**config.mk**
```make
export PLATFORM = sky130hd
export DESIGN_NAME = dpp_subsampler
export DESIGN_NICKNAME = d
export VERILOG_FILES = /design/src/rtl/dpp_pkg.sv /design/src/rtl/dpp_cmul3.sv /design/src/rtl/dpp_qsat.sv /design/src/rtl/dpp_index_sel.sv /design/src/rtl/dpp_subsampler.sv
export SDC_FILE = /design/constraint.sdc
export NUM_CORES = 2
export LEC_CHECK = 0
export BUFFER_PORTS_ARGS = -buffer_cell sky130_fd_sc_hd__buf_2
export CAP_MARGIN = 20
export CELL_PAD_IN_SITES_DETAIL_PLACEMENT = 1
export CELL_PAD_IN_SITES_GLOBAL_PLACEMENT = 1
export CORE_UTILIZATION = 50
export CTS_BUF_LIST = sky130_fd_sc_hd__clkbuf_16
export CTS_CLUSTER_SIZE = 16
export DETAILED_ROUTE_END_ITERATION = 7
export MAX_ROUTING_LAYER = met4
export PLACE_DENSITY = 0.8
export SYNTH_ARGS = -nofsm -noshare
export SYNTH_HDL_FRONTEND = slang
export SYNTH_SLANG_ARGS = --single-unit
export TNS_END_PERCENT = 30
```
**constraint.sdc**
```tcl
create_clock -name clk -period 44.7 [get_ports clk]
set_clock_uncertainty 0.2 [all_clocks]
set_input_delay 2.235 -clock clk [delete_from_list [all_inputs] [get_ports clk]]
set_output_delay 2.235 -clock clk [all_outputs]
set_load 0.02 [all_outputs]
```
**src/rtl/dpp_pkg.sv**
```systemverilog
package dpp_pkg;
  timeunit 1ns; timeprecision 1ps;

  typedef enum logic [1:0] {
    FMT_Q1_1  = 2'd0,
    FMT_Q1_2  = 2'd1,
    FMT_Q1_7  = 2'd2,
    FMT_Q1_15 = 2'd3
  } fmt_e;

  function automatic int frac_bits(fmt_e f);
    case (f)
      FMT_Q1_1: return 1;
      FMT_Q1_2: return 2;
      FMT_Q1_7: return 7;
      default:  return 15;
    endcase
  endfunction

  function automatic bit fits_q(logic signed [15:0] v, fmt_e f);
    int lim;
    lim = 1 << frac_bits(f);
    return (int'(v) >= -lim) && (int'(v) < lim);
  endfunction
endpackage

```
**src/rtl/dpp_cmul3.sv**
```systemverilog
module dpp_cmul3 #(
  parameter int W = 16,
  localparam int SW = W + 2,
  localparam int MW = 2 * W + 2
) (
  input  logic signed [W-1:0]  a_re,
  input  logic signed [W-1:0]  a_im,
  input  logic signed [W-1:0]  c_re,
  input  logic signed [W-1:0]  c_im,
  output logic signed [MW-1:0] p_re,
  output logic signed [MW-1:0] p_im
);
  timeunit 1ns; timeprecision 1ps;

  // conj(a) * c computed with three real multiplies
  logic signed [SW-1:0] s_cd, s_nab, s_amb;
  logic signed [MW-1:0] k1, k2, k3;

  always_comb begin
    s_cd  = SW'(c_re) + SW'(c_im);
    s_nab = -SW'(a_im) - SW'(a_re);
    s_amb = SW'(a_re) - SW'(a_im);
    k1    = MW'(a_re) * MW'(s_cd);
    k2    = MW'(c_re) * MW'(s_nab);
    k3    = MW'(c_im) * MW'(s_amb);
    p_re  = k1 - k3;
    p_im  = k1 + k2;
  end
endmodule

```
**src/rtl/dpp_qsat.sv**
```systemverilog
module dpp_qsat #(
  parameter int IN_W  = 34,
  parameter int OUT_W = 16,
  parameter int BASE  = 30
) (
  input  logic signed [IN_W-1:0]  value,
  input  dpp_pkg::fmt_e           fmt,
  output logic signed [OUT_W-1:0] q
);
  timeunit 1ns; timeprecision 1ps;

  int frac;
  logic signed [IN_W-1:0] shifted, lim_pos, lim_neg, res;

  always_comb begin
    frac    = dpp_pkg::frac_bits(fmt);
    shifted = value >>> (BASE - frac);
    lim_pos = (IN_W'(1) <<< frac) - IN_W'(1);
    lim_neg = -(IN_W'(1) <<< frac);
    if (shifted > lim_pos)      res = lim_pos;
    else if (shifted < lim_neg) res = lim_neg;
    else                        res = shifted;
  end

  assign q = OUT_W'(res);
endmodule

```
**src/rtl/dpp_index_sel.sv**
```systemverilog
module dpp_index_sel #(
  parameter int N        = 256,
  parameter int LO_FIRST = 4,
  parameter int LO_LAST  = 100,
  parameter int HI_FIRST = 156,
  parameter int HI_LAST  = 252,
  parameter int STEP     = 4,
  localparam int IDX_W   = $clog2(N),
  localparam int LO_CNT  = (LO_LAST - LO_FIRST) / STEP + 1,
  localparam int HI_CNT  = (HI_LAST - HI_FIRST) / STEP + 1,
  localparam int ORD_W   = $clog2((LO_CNT > HI_CNT) ? LO_CNT : HI_CNT)
) (
  input  logic             clk,
  input  logic             rst_n,
  input  logic             fire,
  input  logic             sos,
  output logic             sel,
  output logic             upper,
  output logic [ORD_W-1:0] ord
);
  timeunit 1ns; timeprecision 1ps;

  localparam int BND_LO [2] = '{LO_FIRST, HI_FIRST};
  localparam int BND_HI [2] = '{LO_LAST,  HI_LAST};

  logic [IDX_W-1:0] idx_q, cur;
  logic [1:0]       hit;
  logic [ORD_W-1:0] ord_h [2];

  assign cur = sos ? '0 : idx_q;

  always_ff @(posedge clk or negedge rst_n) begin
    if (!rst_n)    idx_q <= '0;
    else if (fire) idx_q <= cur + IDX_W'(1);
  end

  for (genvar h = 0; h < 2; h++) begin : g_band
    int delta;
    assign hit[h] = (int'(cur) >= BND_LO[h]) && (int'(cur) <= BND_HI[h]) &&
                    ((int'(cur) % STEP) == 0);
    assign delta    = (int'(cur) - BND_LO[h]) / STEP;
    assign ord_h[h] = ORD_W'(delta);
  end

  assign sel   = |hit;
  assign upper = hit[1];
  assign ord   = hit[1] ? ord_h[1] : ord_h[0];


  idx_hold_chk: assert property (@(posedge clk) disable iff (!rst_n)
    !fire |=> $stable(idx_q));


  sos_restart_chk: assert property (@(posedge clk) disable iff (!rst_n)
    fire && sos |=> idx_q == IDX_W'(1));
endmodule

```
**src/rtl/dpp_subsampler.sv**
```systemverilog
module dpp_subsampler #(
  parameter int W        = 16,
  parameter int N        = 256,
  parameter int LO_FIRST = 4,
  parameter int LO_LAST  = 100,
  parameter int HI_FIRST = 156,
  parameter int HI_LAST  = 252,
  parameter int STEP     = 4,
  parameter int OUT_W    = 16,
  localparam int MW      = 2 * W + 2,
  localparam int LO_CNT  = (LO_LAST - LO_FIRST) / STEP + 1,
  localparam int HI_CNT  = (HI_LAST - HI_FIRST) / STEP + 1,
  localparam int ORD_W   = $clog2((LO_CNT > HI_CNT) ? LO_CNT : HI_CNT)
) (
  input  logic                    clk,
  input  logic                    rst_n,
  input  logic [1:0]              fmt_sel,
  input  logic                    in_valid,
  output logic                    in_ready,
  input  logic                    in_sos,
  input  logic signed [W-1:0]     in_re,
  input  logic signed [W-1:0]     in_im,
  output logic                    out_valid,
  input  logic                    out_ready,
  output logic signed [OUT_W-1:0] out_re,
  output logic signed [OUT_W-1:0] out_im,
  output logic                    out_upper,
  output logic [ORD_W-1:0]        out_ord
);
  timeunit 1ns; timeprecision 1ps;

  logic                    fire, sel, upper;
  logic [ORD_W-1:0]        ord;
  logic signed [W-1:0]     h1_re, h1_im, h2_re, h2_im;
  logic signed [MW-1:0]    p_re, p_im;
  logic signed [OUT_W-1:0] q_re, q_im;
  dpp_pkg::fmt_e           fmt, fmt_q;
  logic [2:0]              gap_q;

  assign fmt      = dpp_pkg::fmt_e'(fmt_sel);
  assign in_ready = !out_valid || out_ready;
  assign fire     = in_valid && in_ready;

  // two-deep history of accepted samples
  always_ff @(posedge clk or negedge rst_n) begin
    if (!rst_n) begin
      h1_re <= '0; h1_im <= '0; h2_re <= '0; h2_im <= '0;
    end else if (fire) begin
      h2_re <= h1_re; h2_im <= h1_im;
      h1_re <= in_re; h1_im <= in_im;
    end
  end

  dpp_index_sel #(
    .N(N), .LO_FIRST(LO_FIRST), .LO_LAST(LO_LAST),
    .HI_FIRST(HI_FIRST), .HI_LAST(HI_LAST), .STEP(STEP)
  ) u_idx (
    .clk(clk), .rst_n(rst_n), .fire(fire), .sos(in_sos),
    .sel(sel), .upper(upper), .ord(ord)
  );

  dpp_cmul3 #(.W(W)) u_mul (
    .a_re(h2_re), .a_im(h2_im), .c_re(in_re), .c_im(in_im),
    .p_re(p_re), .p_im(p_im)
  );

  dpp_qsat #(.IN_W(MW), .OUT_W(OUT_W), .BASE(2 * W - 2)) u_q_re (
    .value(p_re), .fmt(fmt), .q(q_re)
  );

  dpp_qsat #(.IN_W(MW), .OUT_W(OUT_W), .BASE(2 * W - 2)) u_q_im (
    .value(p_im), .fmt(fmt), .q(q_im)
  );

  always_ff @(posedge clk or negedge rst_n) begin
    if (!rst_n) begin
      out_valid <= 1'b0;
      out_re    <= '0;
      out_im    <= '0;
      out_upper <= 1'b0;
      out_ord   <= '0;
      fmt_q     <= dpp_pkg::FMT_Q1_1;
    end else if (fire && sel) begin
      out_valid <= 1'b1;
      out_re    <= q_re;
      out_im    <= q_im;
      out_upper <= upper;
      out_ord   <= ord;
      fmt_q     <= fmt;
    end else if (out_ready) begin
      out_valid <= 1'b0;
    end
  end

  // accepted samples since the last kept one, saturating
  always_ff @(posedge clk or negedge rst_n) begin
    if (!rst_n)                   gap_q <= 3'd7;
    else if (fire && sel)         gap_q <= 3'd0;
    else if (fire && gap_q != 3'd7) gap_q <= gap_q + 3'd1;
  end


  out_hold_chk: assert property (@(posedge clk) disable iff (!rst_n)
    out_valid && !out_ready |=> out_valid && $stable(out_re) && $stable(out_im)
      && $stable(out_upper) && $stable(out_ord));


  out_range_chk: assert property (@(posedge clk) disable iff (!rst_n)
    out_valid |-> dpp_pkg::fits_q(out_re, fmt_q) && dpp_pkg::fits_q(out_im, fmt_q));


  ord_bound_chk: assert property (@(posedge clk) disable iff (!rst_n)
    out_valid |-> int'(out_ord) < (out_upper ? HI_CNT : LO_CNT));


  pick_spacing_chk: assert property (@(posedge clk) disable iff (!rst_n)
    fire && sel |-> gap_q >= 3'd3);
endmodule

```
After elaboration in Yosys (flattened, before gate mapping). Index checks and enable logic that the tools add are counted.

Input port bits: 39. Flip-flop bits (word level): 111.

Bitwise operators: 2. Equality and inequality tests: 2. Multiplexer cells: 9. Add/sub/neg operators: 14. $lt $le $gt $ge: 8. Shifts and indexed selects: 3. Reduce and logical (&&, ||, !) cells: 14. Multipliers: 3.

Operators by type and width (number): greater-than comparator 34 bit (2); less-than comparator 34 bit (2); >>> shifter 34 x 32 -> 34 bit (2); multiplier 16 x 17 -> 33 bit (2); 2-to-1 mux 16 bit (4); adder 34 bit (1); multiplier 16 x 18 -> 34 bit (1); negator 34 bit (1); <<< shifter 2 x 32 -> 34 bit, first input constant (1); subtractor 34 x 2 -> 34 bit, second input constant (1); subtractor 34 bit (1); logical NOT 32 bit (1); negator 16 -> 18 bit (1); subtractor 18 x 16 -> 18 bit (1); adder 16 x 16 -> 17 bit (1); subtractor 16 x 16 -> 17 bit (1); case mux 4 bit (3 select lines) (1); adder 5 x 1 -> 5 bit (2); subtractor 8 x 3 -> 9 bit, second input constant (1); subtractor 8 x 8 -> 9 bit, second input constant (1); adder 8 x 1 -> 8 bit, second input constant (1); >= comparator 8 x 3 -> 1 bit, second input constant (1); >= comparator 8 bit, second input constant (1); less-or-equal comparator 8 x 7 -> 1 bit, second input constant (1); 14 further kinds (23).

Depth between registers and ports, before layout.
Depth after elaboration: 8. Depth in mapped cells: 76.

Cells and area by module. A second synthesis with hierarchy kept.

Cell total of the unflattened synthesis: 5424. Area, all modules: 49237.2 µm².

By module, submodules not included: dpp_cmul3 (cells each 4042, sequential area each 0.0 µm², instances 1, area an instance 36471.2 µm²); dpp_subsampler (cells each 222, sequential area each 2577.5 µm², instances 1, area an instance 3955.0 µm²); dpp_qsat at u_q_im (cells each 522, sequential area each 0.0 µm², instances 1, area an instance 3873.7 µm²); dpp_qsat at u_q_re (cells each 498, sequential area each 0.0 µm², instances 1, area an instance 3866.2 µm²); dpp_index_sel (cells each 140, sequential area each 200.2 µm², instances 1, area an instance 1071.0 µm²).

Least setup slack after synthesis. Ideal clock, no wire load.

Path kind: input to register. Start: input port in_im[1]. End: register out_im[9]. Stages on the path: 70. Path buffers: 5. Setup time: 126 ps. Data required time: 44374 ps. Arrival: 18169 ps. Slack: 26205 ps. Cells stage by stage: inv_1 -> clkbuf_1 -> fa_1 -> nor2b_1 -> o21ai_0 -> a21boi_0 -> o21ai_0 -> a21boi_0 -> o21ai_0 -> a21boi_0 -> o21ai_0 -> a21boi_0 -> o21ai_0 -> a21boi_0 -> o31a_1 -> o22ai_1 -> clkbuf_1 -> nand2_1 -> [34 not listed] -> mux4_2 -> mux4_2 -> o21bai_1 -> ha_1 -> o21a_1 -> o21a_1 -> o21ai_0 -> a211o_1 -> o21ai_0 -> a31oi_1 -> o21a_1 -> nor4_1 -> a22oi_1 -> a21o_1 -> inv_1 -> clkbuf_1 -> o311ai_0 -> a221o_1.

Cells in the longest elaborated chain, start to end: 7.

RTL lines: from (decl) (line dpp_subsampler.sv:22) `input logic signed [W-1:0] in_im,`; adder 16 x 16 -> 17 bit * (line dpp_cmul3.sv:20) `s_cd = SW'(c_re) + SW'(c_im);`; multiplier 16 x 17 -> 33 bit * (line dpp_cmul3.sv:23) `k1 = MW'(a_re) * MW'(s_cd);`; adder 34 bit * (line dpp_cmul3.sv:27) `p_im = k1 + k2;`; >>> shifter 34 x 32 -> 34 bit * (line dpp_qsat.sv:17) `shifted = value >>> (BASE - frac);`; less-than comparator 34 bit (line dpp_qsat.sv:21) `else if (shifted < lim_neg) res = lim_neg;`; 2-to-1 mux 16 bit (line dpp_qsat.sv:21); 2-to-1 mux 16 bit * (line dpp_qsat.sv:20) `if (shifted > lim_pos) res = lim_pos;`; to (signal assigned) (line dpp_subsampler.sv:86) `out_im <= q_im;`; to (decl) (line dpp_subsampler.sv:26) `output logic signed [OUT_W-1:0] out_im,`.

Every way passes the cells marked *; elsewhere a longest branch is shown, timed or not. A chain may end at the register's enable or synchronous reset.

Final worst setup path.
Start: input port in_im[1]. End: register out_im[12].

The elaborated chain is that of the path after synthesis.

==> results.yml <==
outcome:
  outcome: "completed"
setup_path:
  crit_top_cell: "fa_1"
  slowest_stage: "fa_1"
  critical_path_required_ns: 44.83
  cp.arrival_ns: 21.70
  endpoint_kind: "flop"
  cpPeakStageDelay_ns: 1.00
  path_class: "input pin to flop"
  path_max_fanout: 22
  start_kind: "input pin"
timing:
  maxSlewViolCount: 0
  max-slew-margin-rel_pct: 19.59
  fin_crit_ns: 21.57
  worst_pin_slew_ns: 1.198
  timing.fmax_mhz: 46.36
  setup_ws_ns: 23.13
  fin_setup_tns_ns: 0
  hold_viol: 0
  period_share_pct: 48.25
  rsz0062_at_grt: "false"
  whs_ns: 0.2835
  setup_violations: 0
cells_and_area:
  fin_nets: 7341
  area_growth_pct: 4.556
  drive_gt1_share_pct: 5.449
  fillers: 12098
  multi_input_area_sq_um: 43040
  final_util_pct: 52.84
  register_area_sq_um: 2778
  mostFrequentLayoutCell: "inv_1"
  final_cell_mix: "inv_1 (1063), fa_1 (871), nand2_1 (529)"
clocking:
  clk_pin_slew_ns: 0.10
  cts-resized-gates: 0
  numCtsBuffers: 9
  clk_latency_ns: 0.46
  clock-root-buffer: "clkbuf_16"
  cts-htree-levels: 3
  clock_sinks: 111
  cts_hold_buf: 0
  cts_buffer_depth: 2
  cts_setup_buffers: 0
  cts_tree: "done"
synthesis:
  yosysSeqAreaShare_pct: 5.488
  yosys_warnings: 0
  synth_async_sr_flop_share_pct: 100.0
  ys_seq_elements: 111
  synth_cells: 5955
  ys.flop_type: "dfrtp_1"
  syn-cell-area_sq_um: 50620
  avgSynthCellArea_sq_um: 8.500
  synthDistinctLibCells: 88
  synth-edff-count: 0
route:
  routed_wl_mm: 176.3
  drc: 0
  drt_first_iter_violations: 2745
  via_count: 43205
  dr.pass1.iters: 7
  post_drt_wl_per_cell_um: 24.43
  via_per_inst: 5.986
  ant_nets: 0
die:
  die-area_sq_um: 102500
  rows: 116
  start_util_pct: 50.54
  core_sq_um: 100100
  io_pins: 79
  die_h_um: 320.2
  die_w_um: 320.2
global_routing:
  grtUsageTotal_pct: 36.18
  antenna_found_initial: 5
  grt_pass1_wl_mm: 275.5
  grt_max_degree: 79
  overflow: 0
  grt_pass1_vias: 48245
run:
  maxCapViolCount: 0
worst_hold_path:
  hp-class: "flop to flop"
place:
  gp_congestion: 0.9646
  portBuffers: 78
  dp_slack_ns: 23.16
  hpwl_mm: 143.6
==> through the flow <==
stage / cells / area [sq um]
3_3_place_gp: 7190 / 52580
6_report: 7218 / 52920
3_5_place_dp: 7190 / 52580
2_1_floorplan: 6011 / 50830
4_1_cts: 7206 / 52890
5_1_grt: 7210 / 52900
==> state kept, by name, summed over array words and instances, names as in the netlist <==
signal / flops
out_im: 16
out_re: 16
h1_im: 16
h1_re: 16
u_idx.idx_q: 8
out_valid: 1
out_upper: 1
h2_im: 16
out_ord: 5
h2_re: 16
==> cells in the mapped netlist (13+ instances only) <==
cell / instances / area share [%]
nor2b_1: 46 / 0.57
mux4_2: 34 / 1.5
or3_1: 20 / 0.25
clkbuf_1: 265 / 2.0
fa_1: 871 / 34
a21boi_0: 23 / 0.34
a31oi_1: 53 / 0.66
and3_1: 29 / 0.36
o22ai_1: 18 / 0.22
nand2b_1: 74 / 0.91
a311oi_1: 25 / 0.43
a21oi_1: 224 / 2.2
buf_1: 23 / 0.17
nand2_1: 530 / 3.9
xnor2_1: 131 / 2.3
o311ai_0: 18 / 0.31
and2_1: 367 / 4.5
mux2i_1: 83 / 1.6
dfrtp_1: 111 / 5.5
or2_2: 17 / 0.21
o211ai_1: 57 / 0.85
nand3_1: 118 / 1.2
nand4_1: 42 / 0.52
a21o_1: 81 / 1.2
nor2_1: 391 / 2.9
nand3b_1: 21 / 0.31
nor3_1: 54 / 0.53
o21a_1: 35 / 0.52
inv_1: 1064 / 7.9
xor2_1: 50 / 0.87
o21ai_0: 224 / 2.2
nor4_1: 16 / 0.20
a211oi_1: 43 / 0.64
o31ai_1: 13 / 0.19
nor4b_1: 31 / 0.54
ha_1: 527 / 13
mux2_2: 32 / 0.71
o21bai_1: 20 / 0.30
==> critical path: cells and delay by family <==
family	cells	cell delay [ns]
simple gates	12	2.05
buf+inv	8	1.78
xor+xnor	5	1.39
fa+ha+maj	14	7.00
compound gates	30	7.20
==> worst paths after layout <==
path                           start         end  slack, ns  cells after the start
max                         in_im[1]  out_im[12]      23.13                     69
max in group asynchronous      rst_n   h2_im[11]      41.24                      2
min reg2reg                h1_re[10]   h2_re[10]       0.28                      2
max reg2reg                 h2_re[1]   out_re[3]      27.34                     59
min                        h1_re[10]   h2_re[10]       0.28                      2
min in group asynchronous      rst_n  out_ord[4]       1.68                      1
==> kinds of logic after synthesis <==
logic type / after synthesis / share of synthesized area (%)
AND/OR/NAND/NOR: 1794 / 17.58
adder cells (fa/ha/maj): 1398 / 47.48
buffers and inverters: 1365 / 10.15
AO/OA/AOI/OAI: 955 / 12.29
XOR/XNOR: 181 / 3.132
multiplexers: 149 / 3.866
flip-flops: 111 / 5.488
other: 2 / 0.01484
==> metal layers <==
metal / share of wire, % / GRT usage, % / wire length, um
met1: 38 / 41.28 / 67600
met2: 48 / 59.38 / 84440
met3: 7.6 / 7.552 / 13470
met4: 6.1 / 20.02 / 10800
met5: 0 / - / 0
==> cell type report <==
type,instances,area share [%]
Multi-Input combinational cell,4535,81.32
Clock buffer,9,0.4256
Clock inverter,7,0.1631
Sequential cell,111,5.249
Inverter,1072,7.606
Timing Repair Buffer,175,2.118
Antenna cell,11,0.05201
Tap cell,1298,3.069
Power is not shown: default switching activity piles up to over one toggle a cycle in this logic, so the estimate is an artifact.
